`config.mk`:
```
export PLATFORM = sky130hd
export DESIGN_NAME = encl_svc_port
export DESIGN_NICKNAME = d
export VERILOG_FILES = /design/src/rtl/encl_svc_pkg.sv /design/src/rtl/encl_svc_sync.sv /design/src/rtl/encl_svc_edge.sv /design/src/rtl/encl_svc_hs.sv /design/src/rtl/encl_svc_pack.sv /design/src/rtl/encl_svc_port.sv
export SDC_FILE = /design/constraint.sdc
export NUM_CORES = 1
export LEC_CHECK = 0
export BUFFER_PORTS_ARGS = -buffer_cell sky130_fd_sc_hd__buf_2
export CORE_ASPECT_RATIO = 0.9
export CORE_MARGIN = 3
export CORE_UTILIZATION = 35
export CTS_BUF_LIST = sky130_fd_sc_hd__clkbuf_4 sky130_fd_sc_hd__clkbuf_8
export DETAILED_ROUTE_END_ITERATION = 6
export HOLD_SLACK_MARGIN = 0.02
export PLACE_DENSITY_LB_ADDON = 0.1
export SLEW_MARGIN = 20
export SYNTH_ARGS = -nofsm -noshare
export SYNTH_HDL_FRONTEND = slang
export SYNTH_HIERARCHICAL = 1
export SYNTH_SLANG_ARGS = --single-unit
```
`constraint.sdc`:
```
create_clock -name clk -period 2.4 [get_ports clk]
set_input_delay 0.24 -clock clk [delete_from_list [all_inputs] [get_ports clk]]
set_output_delay 0.24 -clock clk [all_outputs]
set_load 0.02 [all_outputs]
```
`src/rtl/encl_svc_pkg.sv`:
```
package encl_svc_pkg;

  typedef enum logic [2:0] {
    ST_OFF  = 3'd0,
    ST_WAIT = 3'd1,
    ST_WACK = 3'd2,
    ST_RDRV = 3'd3,
    ST_RACK = 3'd4,
    ST_RREL = 3'd5,
    ST_HOLD = 3'd6
  } hs_state_t;

  // select one nibble of a byte: hi_sel=1 gives bits [7:4]
  function automatic logic [3:0] nib_pick(input logic [7:0] b, input logic hi_sel);
    return hi_sel ? b[7:4] : b[3:0];
  endfunction

  // pack two nibbles into a byte, first one on top
  function automatic logic [7:0] nib_join(input logic [3:0] hi, input logic [3:0] lo);
    return {hi, lo};
  endfunction

  // both active-low strobes asserted (levels are 1 when idle)
  function automatic logic both_low(input logic a, input logic b);
    return !a && !b;
  endfunction

endpackage

```
`src/rtl/encl_svc_sync.sv`:
```
module encl_svc_sync #(
  parameter int   W       = 1,
  parameter logic RST_VAL = 1'b1
) (
  input  logic         clk,
  input  logic         rst_n,
  input  logic [W-1:0] d_async,
  output logic [W-1:0] q_sync
);
  genvar i;
  generate
    for (i = 0; i < W; i++) begin : g_bit
      logic s1, s2;
      always_ff @(posedge clk or negedge rst_n) begin
        if (!rst_n) begin
          s1 <= RST_VAL;
          s2 <= RST_VAL;
        end else begin
          s1 <= d_async[i];
          s2 <= s1;
        end
      end
      assign q_sync[i] = s2;
    end
  endgenerate
endmodule

```
`src/rtl/encl_svc_edge.sv`:
```
module encl_svc_edge #(
  parameter int W = 2
) (
  input  logic         clk,
  input  logic         rst_n,
  input  logic [W-1:0] lvl,
  output logic [W-1:0] fall
);
  logic [W-1:0] prev;

  always_ff @(posedge clk or negedge rst_n) begin
    if (!rst_n) prev <= '1;
    else        prev <= lvl;
  end

  assign fall = prev & ~lvl;
endmodule

```
`src/rtl/encl_svc_hs.sv`:
```
module encl_svc_hs
  import encl_svc_pkg::*;
(
  input  logic clk,
  input  logic rst_n,
  input  logic en,
  input  logic esi_lvl,
  input  logic wr_lvl,
  input  logic wr_fall,
  input  logic rd_lvl,
  input  logic rd_fall,
  output logic svc_on,
  output logic ack_on,
  output logic dat_oe,
  output logic wr_ev,
  output logic rd_load,
  output logic rd_done,
  output logic abort,
  output logic proto_err
);
  hs_state_t st, nxt;
  logic      err_ev;

  always_comb begin
    nxt     = st;
    wr_ev   = 1'b0;
    rd_load = 1'b0;
    rd_done = 1'b0;
    abort   = 1'b0;
    err_ev  = 1'b0;
    if (!en) begin
      nxt = ST_OFF;
    end else if (st == ST_OFF) begin
      if (!esi_lvl) nxt = ST_WAIT;
    end else if (esi_lvl) begin
      nxt   = ST_OFF;
      abort = 1'b1;
    end else if (both_low(wr_lvl, rd_lvl) && st != ST_HOLD) begin
      nxt    = ST_HOLD;
      err_ev = 1'b1;
    end else begin
      case (st)
        ST_WAIT: begin
          if (wr_fall) begin
            nxt   = ST_WACK;
            wr_ev = 1'b1;
          end else if (rd_fall) begin
            nxt     = ST_RDRV;
            rd_load = 1'b1;
          end
        end
        ST_WACK: if (wr_lvl) nxt = ST_WAIT;
        ST_RDRV: nxt = rd_lvl ? ST_RREL : ST_RACK;
        ST_RACK: if (rd_lvl) nxt = ST_RREL;
        ST_RREL: begin
          nxt     = ST_WAIT;
          rd_done = 1'b1;
        end
        ST_HOLD: if (wr_lvl && rd_lvl) nxt = ST_WAIT;
        default: nxt = ST_OFF;
      endcase
    end
  end

  always_ff @(posedge clk or negedge rst_n) begin
    if (!rst_n) begin
      st        <= ST_OFF;
      proto_err <= 1'b0;
    end else begin
      st <= nxt;
      if (err_ev) proto_err <= 1'b1;
    end
  end

  assign svc_on = (st != ST_OFF);
  assign ack_on = (st == ST_WACK) || (st == ST_RACK);
  assign dat_oe = (st == ST_RDRV) || (st == ST_RACK) || (st == ST_RREL);

  // acknowledge only ever rises while a strobe was seen low
  a_r4_ack_needs_strobe: assert property (@(posedge clk) disable iff (!rst_n)
    $rose(ack_on) |-> $past(!wr_lvl || !rd_lvl));

  // two strobes low together never leave acknowledge asserted
  a_r9_no_ack_on_clash: assert property (@(posedge clk) disable iff (!rst_n)
    (svc_on && !wr_lvl && !rd_lvl && !esi_lvl) |=> !ack_on);

  // services-enable released leaves the services role next cycle
  a_r8_abort_exits: assert property (@(posedge clk) disable iff (!rst_n)
    (svc_on && esi_lvl) |=> !svc_on);

  // the error flag is sticky
  a_r9_err_sticky: assert property (@(posedge clk) disable iff (!rst_n)
    $past(proto_err) |-> proto_err);
endmodule

```
`src/rtl/encl_svc_pack.sv`:
```
module encl_svc_pack
  import encl_svc_pkg::*;
(
  input  logic       clk,
  input  logic       rst_n,
  input  logic       clr,
  input  logic       wr_ev,
  input  logic [3:0] wr_nib,
  input  logic       rd_load,
  input  logic       rd_done,
  input  logic [7:0] tx_byte,
  output logic [3:0] rd_nib,
  output logic [7:0] rx_byte,
  output logic       rx_valid,
  output logic       tx_take
);
  logic       wr_ptr;
  logic       rd_ptr;
  logic [3:0] hi_hold;

  always_ff @(posedge clk or negedge rst_n) begin
    if (!rst_n) begin
      wr_ptr   <= 1'b0;
      hi_hold  <= 4'h0;
      rx_byte  <= 8'h00;
      rx_valid <= 1'b0;
    end else begin
      rx_valid <= 1'b0;
      if (clr) begin
        wr_ptr <= 1'b0;
      end else if (wr_ev) begin
        wr_ptr <= ~wr_ptr;
        if (!wr_ptr) begin
          hi_hold <= wr_nib;
        end else begin
          rx_byte  <= nib_join(hi_hold, wr_nib);
          rx_valid <= 1'b1;
        end
      end
    end
  end

  always_ff @(posedge clk or negedge rst_n) begin
    if (!rst_n) begin
      rd_ptr  <= 1'b0;
      rd_nib  <= 4'h0;
      tx_take <= 1'b0;
    end else begin
      tx_take <= 1'b0;
      if (clr) begin
        rd_ptr <= 1'b0;
      end else begin
        if (rd_load) rd_nib <= nib_pick(tx_byte, !rd_ptr);
        if (rd_done) begin
          rd_ptr  <= ~rd_ptr;
          tx_take <= rd_ptr;
        end
      end
    end
  end

  // a byte is only reported on a nibble acceptance
  a_r6_valid_after_nibble: assert property (@(posedge clk) disable iff (!rst_n)
    rx_valid |-> $past(wr_ev));

  // the byte pulse lasts one cycle
  a_r6_valid_single: assert property (@(posedge clk) disable iff (!rst_n)
    rx_valid |=> !rx_valid);

  // take follows the end of a read nibble
  a_r7_take_after_done: assert property (@(posedge clk) disable iff (!rst_n)
    tx_take |-> $past(rd_done));
endmodule

```
`src/rtl/encl_svc_port.sv`:
```
module encl_svc_port (
  input  logic       clk,
  input  logic       rst_n,
  input  logic       cfg_par_en,
  input  logic [6:0] loop_id,
  input  logic       esi_n,
  input  logic       pad_wr_n_i,
  input  logic       pad_rd_n_i,
  input  logic [3:0] pad_dat_i,
  output logic [6:0] pad_o,
  output logic [6:0] pad_oe,
  input  logic [7:0] tx_byte,
  output logic       tx_take,
  output logic [7:0] rx_byte,
  output logic       rx_valid,
  output logic       proto_err
);
  localparam int CTL_W = 3;
  localparam int DAT_W = 4;

  logic             mode_q, cfg_done;
  logic [CTL_W-1:0] ctl_lvl;
  logic [1:0]       stb_fall;
  logic [DAT_W-1:0] dat_lvl;
  logic             svc_on, ack_on, dat_oe;
  logic             wr_ev, rd_load, rd_done, abort;
  logic [3:0]       rd_nib;

  always_ff @(posedge clk or negedge rst_n) begin
    if (!rst_n) begin
      mode_q   <= 1'b0;
      cfg_done <= 1'b0;
    end else if (!cfg_done) begin
      mode_q   <= cfg_par_en;
      cfg_done <= 1'b1;
    end
  end

  encl_svc_sync #(.W(CTL_W), .RST_VAL(1'b1)) u_ctl_sync (
    .clk(clk), .rst_n(rst_n),
    .d_async({esi_n, pad_wr_n_i, pad_rd_n_i}),
    .q_sync(ctl_lvl)
  );

  encl_svc_sync #(.W(DAT_W), .RST_VAL(1'b0)) u_dat_sync (
    .clk(clk), .rst_n(rst_n),
    .d_async(pad_dat_i),
    .q_sync(dat_lvl)
  );

  encl_svc_edge #(.W(2)) u_edge (
    .clk(clk), .rst_n(rst_n),
    .lvl(ctl_lvl[1:0]),
    .fall(stb_fall)
  );

  encl_svc_hs u_hs (
    .clk(clk), .rst_n(rst_n), .en(mode_q),
    .esi_lvl(ctl_lvl[2]),
    .wr_lvl(ctl_lvl[1]), .wr_fall(stb_fall[1]),
    .rd_lvl(ctl_lvl[0]), .rd_fall(stb_fall[0]),
    .svc_on(svc_on), .ack_on(ack_on), .dat_oe(dat_oe),
    .wr_ev(wr_ev), .rd_load(rd_load), .rd_done(rd_done),
    .abort(abort), .proto_err(proto_err)
  );

  encl_svc_pack u_pack (
    .clk(clk), .rst_n(rst_n), .clr(abort),
    .wr_ev(wr_ev), .wr_nib(dat_lvl),
    .rd_load(rd_load), .rd_done(rd_done),
    .tx_byte(tx_byte), .rd_nib(rd_nib),
    .rx_byte(rx_byte), .rx_valid(rx_valid), .tx_take(tx_take)
  );

  always_comb begin
    if (!mode_q) begin
      pad_oe = 7'h00;
      pad_o  = 7'h00;
    end else if (!svc_on) begin
      pad_oe = 7'h7F;
      pad_o  = loop_id;
    end else begin
      pad_oe = {2'b00, 1'b1, {4{dat_oe}}};
      pad_o  = {2'b00, ~ack_on, rd_nib};
    end
  end

  // the captured mode never moves after the first edge
  a_r1_mode_frozen: assert property (@(posedge clk) disable iff (!rst_n)
    $past(cfg_done) |-> $stable(mode_q));

  // a disabled port drives nothing and reports no bytes
  a_r1_off_quiet: assert property (@(posedge clk) disable iff (!rst_n)
    !mode_q |-> (pad_oe == 7'h00 && !rx_valid && !tx_take));

  // the data lines are released only after the read strobe is back high,
  // on an abort, or on a strobe clash
  a_r5_release_late: assert property (@(posedge clk) disable iff (!rst_n)
    $fell(pad_oe[0]) && $past(svc_on) && svc_on |-> $past(ctl_lvl[0]) || $past(!ctl_lvl[1]));
endmodule

```
==> results of run 1 <==
-- layout make-up --
cell class | instances | area (µm²)
fillers | 524 | 3035
multi-input cells | 89 | 742.0
repair buffers | 51 | 260.3
inverters | 4 | 15.01
well taps | 67 | 83.83
clock inverters | 1 | 30.03
flip-flops and latches | 42 | 1061
clock buffers | 7 | 90.09
-- power by group --
part	switching (mW)	total (mW)	internal [mW]
logic	0.159	0.294	0.134
clock network	0.227	0.578	0.350
registers	0.0499	0.828	0.778
total	0.437	1.70	1.26
-- registers in the layout, summed over array words and instances (netlist names), 2 cells and up --
| name | flops |
|---|---|
| u_dat_sync/g_bit.s1 | 4 |
| u_pack/hi_hold | 4 |
| u_ctl_sync/g_bit.s1 | 3 |
| u_dat_sync/g_bit.s2 | 4 |
| u_pack/rd_nib | 4 |
| u_pack/rx_byte | 8 |
| u_hs/st | 3 |
| u_edge/prev | 2 |
| u_ctl_sync/g_bit.s2 | 3 |
-- cell families after synthesis --
| logic type | Yosys count | share of synthesized area |
|---|---|---|
| buffers and inverters | 21 | 0.07450 |
| XOR/XNOR | 2 | 0.008993 |
| other | 1 | 0.001925 |
| AO/OA/AOI/OAI | 18 | 0.06551 |
| AND/OR/NAND/NOR | 43 | 0.1625 |
| multiplexers | 25 | 0.1419 |
| flip-flops | 42 | 0.5446 |
-- metrics by stage --
step           worst slack, ns  hold slack, ns    util  area, µm²  instances
4_1_cts                 0.2584         0.03237  0.4292       2282        261
5_1_grt                 0.1392         0.02820  0.4292       2282        261
6_report                0.2676         0.04957  0.4292       2282        261
2_1_floorplan           0.4297        -0.05559       -       1948        152
3_5_place_dp            0.2650          0.3356  0.4066       2162        253
3_3_place_gp            0.3359          0.3327  0.4066       2162        253
-- cells in the final DEF, fill, tap and decap left out, types with 2 or more instances in the layout --
cell type,count
mux2_2,21
and3_1,2
nor3_1,2
nand2b_1,4
and3b_1,2
inv_1,4
nor2b_1,4
nand2_1,5
o21ai_0,3
buf_4,2
mux2i_1,4
buf_2,49
a311oi_1,3
nor2_1,5
nor2b_4,3
a21oi_1,6
dfrtp_1,34
clkbuf_8,6
and2_1,3
xnor2_1,2
dfstp_2,8
-- routing by layer --
| layer | GRT usage | share of wire | up-vias | routed length (µm) |
|---|---|---|---|---|
| met4 | 0.03323 | 0.0054 | 0 | 19 |
| li1 | - | - | 593 | - |
| met2 | 0.1768 | 0.46 | 66 | 1619 |
| met5 | 0 | 0 | - | 0 |
| met1 | 0.1491 | 0.44 | 592 | 1543 |
| met3 | 0.03867 | 0.089 | 2 | 310 |
-- worst paths after layout --
| path | end | slack (ns) | depth (start not counted) |
|---|---|---|---|
| max | u_pack/hi_hold[2] | 0.27 | 5 |
| min reg2reg | u_dat_sync/g_bit[3].s2 | 0.35 | 0 |
| min in group asynchronous | u_pack/rd_nib[3] | 0.08 | 1 |
| max in group asynchronous | u_pack/hi_hold[3] | 1.74 | 1 |
| max reg2reg | u_pack/hi_hold[2] | 0.27 | 5 |
| min | u_ctl_sync/g_bit[0].s1 | 0.05 | 1 |
-- critical path, cell delays in order, from the launching register on --
cell	delay [ns]
dfrtp_1	0.49
or2_4	0.30
nor3_1	0.29
and2_1	0.27
nor3b_4	0.30
mux2_2	0.37
==> metrics.txt, run 1 <==
post-CTS setup buffers 0; Final Max Tran Viols 0; CTS Buf Count 5; vias per inst around 4.8; layout cells sized above 1 0.5206; WL final 3492 µm; first-pass GRT wire length 5865 µm; ys async rst share 1.000; status finished, final reports clean; Max Freq 469.0 MHz; worst setup path startpoint u_hs/st[2]; RR Startpoint u_hs/st[2]; VDD IR max 0.2971 mV; Die ar. 6498 µm²; Final setup viols 0; share of the synthesized area in the top cell type 0.4367; Post-CTS Hold Buffers 0; post-cts sizing count 0; Yosys warnings 6; CP max FO 10; Post-synth EDFFs 0; # Max-Cap Violations 0; I/O pin cnt 50; final net count between 200 and 250; vias 1,253; top-count cell post-synth dfrtp_1; vias in the first global route 1,178; CP arrival 2.30 ns; worst hold path type in2reg; Total Neg Setup Slack 0 ns; diode count 0; Area contributors post-synth dfrtp_1 (44%), mux2_2 (12%), dfstp_2 (11%); total global-route track usage 0.1133; RSZ-0062 raised after global routing no; TritonRoute pass-1 iters 4; count of final hold-check violations 0; Post-Syn Nets 177; fin crit share 0.8885; gpl congestion between 0.8 and 0.9; Root Buffer clkbuf_8; Cell Rows 25; register area share after synthesis 0.5446; port bufs 49; Hold Crit Start pad_rd_n_i; clock-pin slew on the worst setup and hold paths roughly 0.080 ns; Clock Latency Late Sink 0.28 ns; Die Y 76.78 µm; aggregate global routing overflow 0; critical path class reg2reg; drt drc 0; synthesized flop and latch total 42; ys flop type dfrtp_1; Initial Util 0.3664; Avg Cell Area, Syn approximately 13 µm²; WL/cell 13.38 µm; area delta synth->final 17.15%; initial antenna violation count 0; CP Launch Type flop; Worst EP required 2.57 ns; Worst Tran Pin Value 0.9159 ns; H-tree levels 2; DP HPWL 2486 µm; CTS tree yes; cell taking the most area after synthesis dfrtp_1; slew margin rel. 0.3894; Leak 1.150 nW; total power 1.700 mW; mapped cell area 1948 µm²; DRT iter0 DRCs ~130; clock buffer depth 2; clk sinks between 40 and 50; Worst Skew roughly 0.0028 ns; post-synth cell types 41; Final min period 2.132 ns; core area 5318 µm²; synth cell count leaders dfrtp_1 (34), mux2_2 (21), buf_4 (13); largest net degree at the start of global routing 43; P per Cell Area 744.7 nW/µm²; Final ANT Viol Nets 0; Die X 84.64 µm; Setup crit end kind flop; cell count after synthesis 152
No activity file was read; power rests on OpenSTA's default activity.
==> run 2, diff against run 1 <==
==> constraint.sdc (replaced) <==
create_clock -name clk -period 1.75 [get_ports clk]
set_input_delay 0.0875 -clock clk [delete_from_list [all_inputs] [get_ports clk]]
set_output_delay 0.0875 -clock clk [all_outputs]
set_load 0.02 [all_outputs]
==> metrics.txt, run 2 (synthesized netlist as in run 1, its figures left out) <==
status finished with violations; failing checks setup timing; port bufs 49 (unchanged); # Max-Cap Violations 0 (unchanged); WL final 3647 µm (+4.4%); R2R cell count 5 (unchanged); total power 2.432 mW (+43%); Final setup viols 1 (+1); Die ar. 6498 µm² (unchanged); vias in the first global route 1,350 (+15%); Initial Util 0.3664 (unchanged); pre-CTS WS -0.002200 ns (-0.2672 ns); commonest non-fill, non-tap cell in the layout buf_2; CP Launch Type flop; clk sinks 42 (unchanged); Worst Tran Pin Value 0.5146 ns (-0.4013 ns); slew margin rel. 0.6570 (+0.2675); TritonRoute pass-1 iters 4 (unchanged); largest net degree at the start of global routing 43 (unchanged); Worst EP required 1.92 ns (-0.65 ns); Die X 84.64 µm (unchanged); critical path class reg2reg; final net count 237 (+8.7%); RSZ-0062 raised after global routing yes; I/O pin cnt 50 (unchanged); clock buffer depth 2 (unchanged); initial antenna violation count 0 (unchanged); aggregate global routing overflow 0 (unchanged); H-tree levels 2 (unchanged); CTS tree yes; largest reg by FF count u_pack/rx_byte; Die Y 76.78 µm (unchanged); vias per inst 4.539 (-5.4%); Max Freq 570.9 MHz (+22%); fillers 494 (-5.7%); Leak 1.267 nW (+10%); worst hold path type in2reg; post-CTS setup buffers 0 (unchanged); clock-pin slew on the worst setup and hold paths 0.08 ns (about the same); Cells on Worst Hold Path 2 (+1); total global-route track usage 0.1208 (+0.007475); drt drc 0 (unchanged); Setup crit end kind flop; vias 1,271 (+1.4%); CP arrival 1.92 ns (-0.38 ns); DP HPWL 2754 µm (+11%); max FFs per register 8 (unchanged); Cell Rows 25 (unchanged); area delta synth->final 30.44%; VDD IR max 0.5649 mV (+90%); register area 1061 µm² (unchanged); P per Cell Area 957.0 nW/µm² (+29%); most frequent cells in the layout buf_2 (45), dfrtp_1 (34), mux2_2 (16), buf_4 (13); Clock Latency Late Sink 0.28 ns (about the same); count of final hold-check violations 0 (unchanged); gpl congestion 0.9354 (+14%); Final min period 1.751 ns (-0.3809 ns); core area 5318 µm² (unchanged); diode count 0 (unchanged); Worst Skew 0.007968 ns (+0.005200 ns); CP max FO 4 (-6); layout cells sized above 1 0.5540 (+0.03337); cell area after layout 2541 µm² (+11%); Root Buffer clkbuf_8; first-pass GRT wire length 6437 µm (+9.8%); Final ANT Viol Nets 0 (unchanged); Final Max Tran Viols 0 (unchanged); smallest setup slack after layout -0.001498 ns (-0.2691 ns); WL/cell 13.03 µm (-2.6%); CTS Buf Count 5 (unchanged); placed instance area 2281 µm² (+5.5%); fin crit share 1.001 (+0.1124); multi-input logic area 813.3 µm² (+9.6%); DRT iter0 DRCs 38 (-70%)
==> run 2: changes by cell type in the layout (fill, tap and decap cells not counted), sizes merged <==
cell and change:
buf +11, dlygate4sd3 +8
==> run 2: layer usage <==
metal	vias up	GRT usage	wire length (µm)
met5	-	0	0
met4	0	0.03006	15
li1	632	-	-
met3	2	0.04082	224
met1	601	0.1512	1666
met2	36	0.2003	1741
==> run 2: area by class of cell <==
class	count	share of cell area
Tap cell	67	0.03299
Inverter	4	0.005908
Clock inverter	1	0.01182
Clock buffer	7	0.03545
Multi-Input combinational cell	89	0.3200
Timing Repair Buffer	70	0.1763
Sequential cell	42	0.4175
==> run 2: repair_timing <==
item,CTS,global route
endpoints found under the hold margin,41,0
resized for setup,1,16
endpoints found under the setup margin,8,22
hold buffers,8,0
pin swaps,0,3
==> run 2: final timing paths <==
check                      slack [ns]                   start                endpoint
min in group asynchronous        0.40                   rst_n       u_pack/rx_byte[7]
max reg2reg                    -0.001  u_ctl_sync/g_bit[1].s2       u_pack/hi_hold[3]
max in group asynchronous        0.98                   rst_n          u_edge/prev[0]
min reg2reg                      0.35  u_dat_sync/g_bit[3].s1  u_dat_sync/g_bit[3].s2
min                              0.04              cfg_par_en                  mode_q
max                            -0.001  u_ctl_sync/g_bit[1].s2       u_pack/hi_hold[3]
==> run 2: through the flow <==
stage,util,std cells,hold slack [ns],TNS [ns]
after floorplan,-,152,-0.2081,-0.2751
after global placement,0.4289,264,0.1778,0
after detailed placement,0.4289,264,0.1912,-0.002200
after CTS,0.4675,280,0.03795,-0.03012
after global routing,0.4779,280,0.04789,-0.3067
final,0.4779,280,0.04466,-0.001498
==> run 2: where the power goes <==
part	switching (mW)	internal [mW]
combinational	0.254	0.262
sequential	0.0636	1.07
clock	0.305	0.481
total	0.622	1.81
==> run 2: critical path, cell delays in order, from the launching register on <==
cell	delay (ns)
dfstp_2	0.56
o21ai_4	0.07
nor3_4	0.20
and2_4	0.17
nor3b_4	0.31
mux2_4	0.33
==> run 3, diff against run 2 <==
--- a/config.mk
+++ b/config.mk
@@ -10,6 +10,7 @@
 export CORE_MARGIN = 3
 export CORE_UTILIZATION = 35
 export CTS_BUF_LIST = sky130_fd_sc_hd__clkbuf_4 sky130_fd_sc_hd__clkbuf_8
+export CTS_CLUSTER_DIAMETER = 200
 export DETAILED_ROUTE_END_ITERATION = 6
 export HOLD_SLACK_MARGIN = 0.02
 export PLACE_DENSITY_LB_ADDON = 0.1
==> constraint.sdc (replaced) <==
create_clock -name clk -period 1.7 [get_ports clk]
set_input_delay 0.085 -clock clk [delete_from_list [all_inputs] [get_ports clk]]
set_output_delay 0.085 -clock clk [all_outputs]
set_load 0.02 [all_outputs]
==> metrics.txt, run 3 (synthesized netlist as in run 1, its figures left out) <==
status finished with violations; failing checks setup timing; Die X 84.64 µm (unchanged); Final setup viols 4 (+3); count of final hold-check violations 0 (unchanged); first-pass GRT wire length 6327 µm (-1.7%); Flop pwr share 0.502 (+0.037); post-CTS setup buffers 0 (unchanged); clock-pin slew on the worst setup and hold paths 0.08 ns (about the same); total power 2.314 mW (-4.9%); Worst Skew 0.01164 ns (+0.003668 ns); layout cells sized above 1 0.5674 (+0.01345); VDD IR max 0.5697 mV (+0.85%); fillers 486 (-1.6%); CP arrival 1.90 ns (-0.02 ns); # Max-Cap Violations 0 (unchanged); largest net degree at the start of global routing 43 (unchanged); Final min period 1.721 ns (-0.03055 ns); Hold Crit Start cfg_par_en; largest reg by FF count u_pack/rx_byte; Root Buffer clkbuf_8; Leak 1.271 nW (+0.29%); placed instance area 2301 µm² (+0.88%); Hold EP mode_q; clock buffer depth 2 (unchanged); Cell Rows 25 (unchanged); Max Freq 581.1 MHz (+1.8%); non-filler instance count after layout 282 (+0.71%); initial antenna violation count 0 (unchanged); Crit path max-delay family simple AND/OR/NAND/NOR gates; sw frac 0.2737 (+0.01791); vias 1,314 (+3.4%); slew margin rel. 0.6563 (about the same); Worst Tran Pin Value 0.5155 ns (+0.0009773 ns); WP buf/inv 0 (unchanged); Post-Place Cells 266 (+0.76%); RSZ-0062 raised after global routing yes; total global-route track usage 0.1205 (-0.0002257); RR Startpoint u_ctl_sync/g_bit[0].s2; H-tree levels 2 (unchanged); most frequent cells in the layout buf_2 (45), dfrtp_1 (33), buf_4 (14), mux2_2 (13); WL/cell 13.01 µm (-0.14%); DRT iter0 DRCs 20 (-47%); WL final 3668 µm (+0.58%); CP peak stage delay 0.56 ns (about the same); cell area after layout 2541 µm² (unchanged); Final ANT Viol Nets 0 (unchanged); DP HPWL 2675 µm (-2.9%); crit-path cells o21ai_4, nor3_4, and2_4, nor3b_4, mux2_4; area delta synth->final 30.44% (unchanged); aggregate global routing overflow 0 (unchanged); fin crit share 1.012 (+0.01147); vias per inst 4.660 (+2.6%); smallest setup slack after layout -0.02095 ns (-0.01945 ns); CTS Buf Count 5 (unchanged); max FFs per register 8 (unchanged); Die Y 76.78 µm (unchanged); Switching Power 0.6334 mW (+1.8%); Worst EP required 1.88 ns (-0.04 ns); P per Cell Area 910.6 nW/µm² (-4.9%); Setup crit end kind flop; final net count 239 (+0.84%); port bufs 49 (unchanged); Pint 1.681 mW (-7.1%); CTS tree yes; worst hold path type in2reg; Initial Util 0.3664 (unchanged); core area 5318 µm² (unchanged); I/O pin cnt 50 (unchanged); Combinational Power Share 0.236 (+0.024); r2r setup slk -0.02 ns (-0.02 ns); R2R cell count 5 (unchanged); TritonRoute pass-1 iters 4 (unchanged); CP Launch Type flop; Clock Latency Late Sink 0.29 ns (about the same); commonest non-fill, non-tap cell in the layout buf_2; diode count 0 (unchanged); clock power share 0.262 (-0.061); slowest cell on the critical path dfstp_2; r2r endpoint u_pack/hi_hold[2]; Final Max Tran Viols 0 (unchanged); critical path class reg2reg; vias in the first global route 1,370 (+1.5%); gpl congestion 0.8983 (-4.0%); Cells on Worst Hold Path 2 (unchanged); Die ar. 6498 µm² (unchanged); drt drc 0 (unchanged); CP max FO 4 (unchanged); clk sinks 42 (unchanged)
## run 3: area by class of cell
cell class / count / area, µm² / area share
Clock buffer: 6 / 76.32 / 0.03003
Clock inverter: 2 / 10.01 / 0.003939
Inverter: 4 / 15.01 / 0.005908
Multi-Input combinational cell: 89 / 827.0 / 0.3255
Sequential cell: 42 / 1062 / 0.4180
Tap cell: 67 / 83.83 / 0.03299
Timing Repair Buffer: 72 / 466.7 / 0.1837
## run 3: power by group through the flow
stage | Combinational, mW | Sequential, mW | Clock, mW
detailed placement | 0.490 | 1.18 | 0
global route | 0.593 | 1.18 | 0.682
floorplan | 0.348 | 1.18 | 0
global placement | 0.481 | 1.18 | 0
finish | 0.546 | 1.16 | 0.606
CTS | 0.526 | 1.16 | 0.648
## run 3: metrics by stage
stage | setup slack, ns | hold slack [ns] | util | setup TNS (ns)
after global routing | -0.1123 | 0.04538 | 0.4779 | -1.181
after floorplan | -0.1188 | -0.2106 | - | -0.4751
after CTS | -0.03596 | 0.04184 | 0.4704 | -0.1429
after detailed placement | -0.03941 | 0.1830 | 0.4327 | -0.1568
final | -0.02095 | 0.04776 | 0.4779 | -0.08120
after global placement | -0.02689 | 0.1733 | 0.4327 | -0.1063
## run 3: routing by layer
| layer | up-vias | share of wire | routed length, µm | global-route usage |
|---|---|---|---|---|
| met5 | - | 0 | 0 | 0 |
| met4 | 0 | 0.017 | 63 | 0.04747 |
| met3 | 7 | 0.061 | 224 | 0.03867 |
| met2 | 40 | 0.50 | 1823 | 0.2050 |
| met1 | 632 | 0.42 | 1555 | 0.1403 |
| li1 | 635 | - | - | - |
## run 3: how the worst max path moves through the flow
stage,endpoint,startpoint,depth (start not counted)
5_1_grt,u_pack/hi_hold[1],u_ctl_sync/g_bit[1].s2,5
4_1_cts,u_pack/hi_hold[0],u_ctl_sync/g_bit[0].s2,5
3_3_place_gp,u_pack/hi_hold[1],u_ctl_sync/g_bit[0].s2,5
6_report,u_pack/hi_hold[2],u_ctl_sync/g_bit[0].s2,5
3_5_place_dp,u_pack/hi_hold[0],u_ctl_sync/g_bit[0].s2,5
2_1_floorplan,u_pack/hi_hold[0],u_ctl_sync/g_bit[0].s2,6
## run 3: what timing repair did
| item | CTS | global route |
|---|---|---|
| pin swaps | 1 | 1 |
| hold endpoints to repair | 41 | 0 |
| cloned | 0 | 0 |
| hold buffers | 8 | 0 |
| endpoints found under the setup margin | 8 | 23 |
| resized for setup | 10 | 12 |
## run 3: worst register-to-register path: cells and delay by family, from the launching register on
kind,cells,cell delay [ns]
flops,1,0.56
compound gates,1,0.07
simple gates,3,0.68
mux,1,0.33
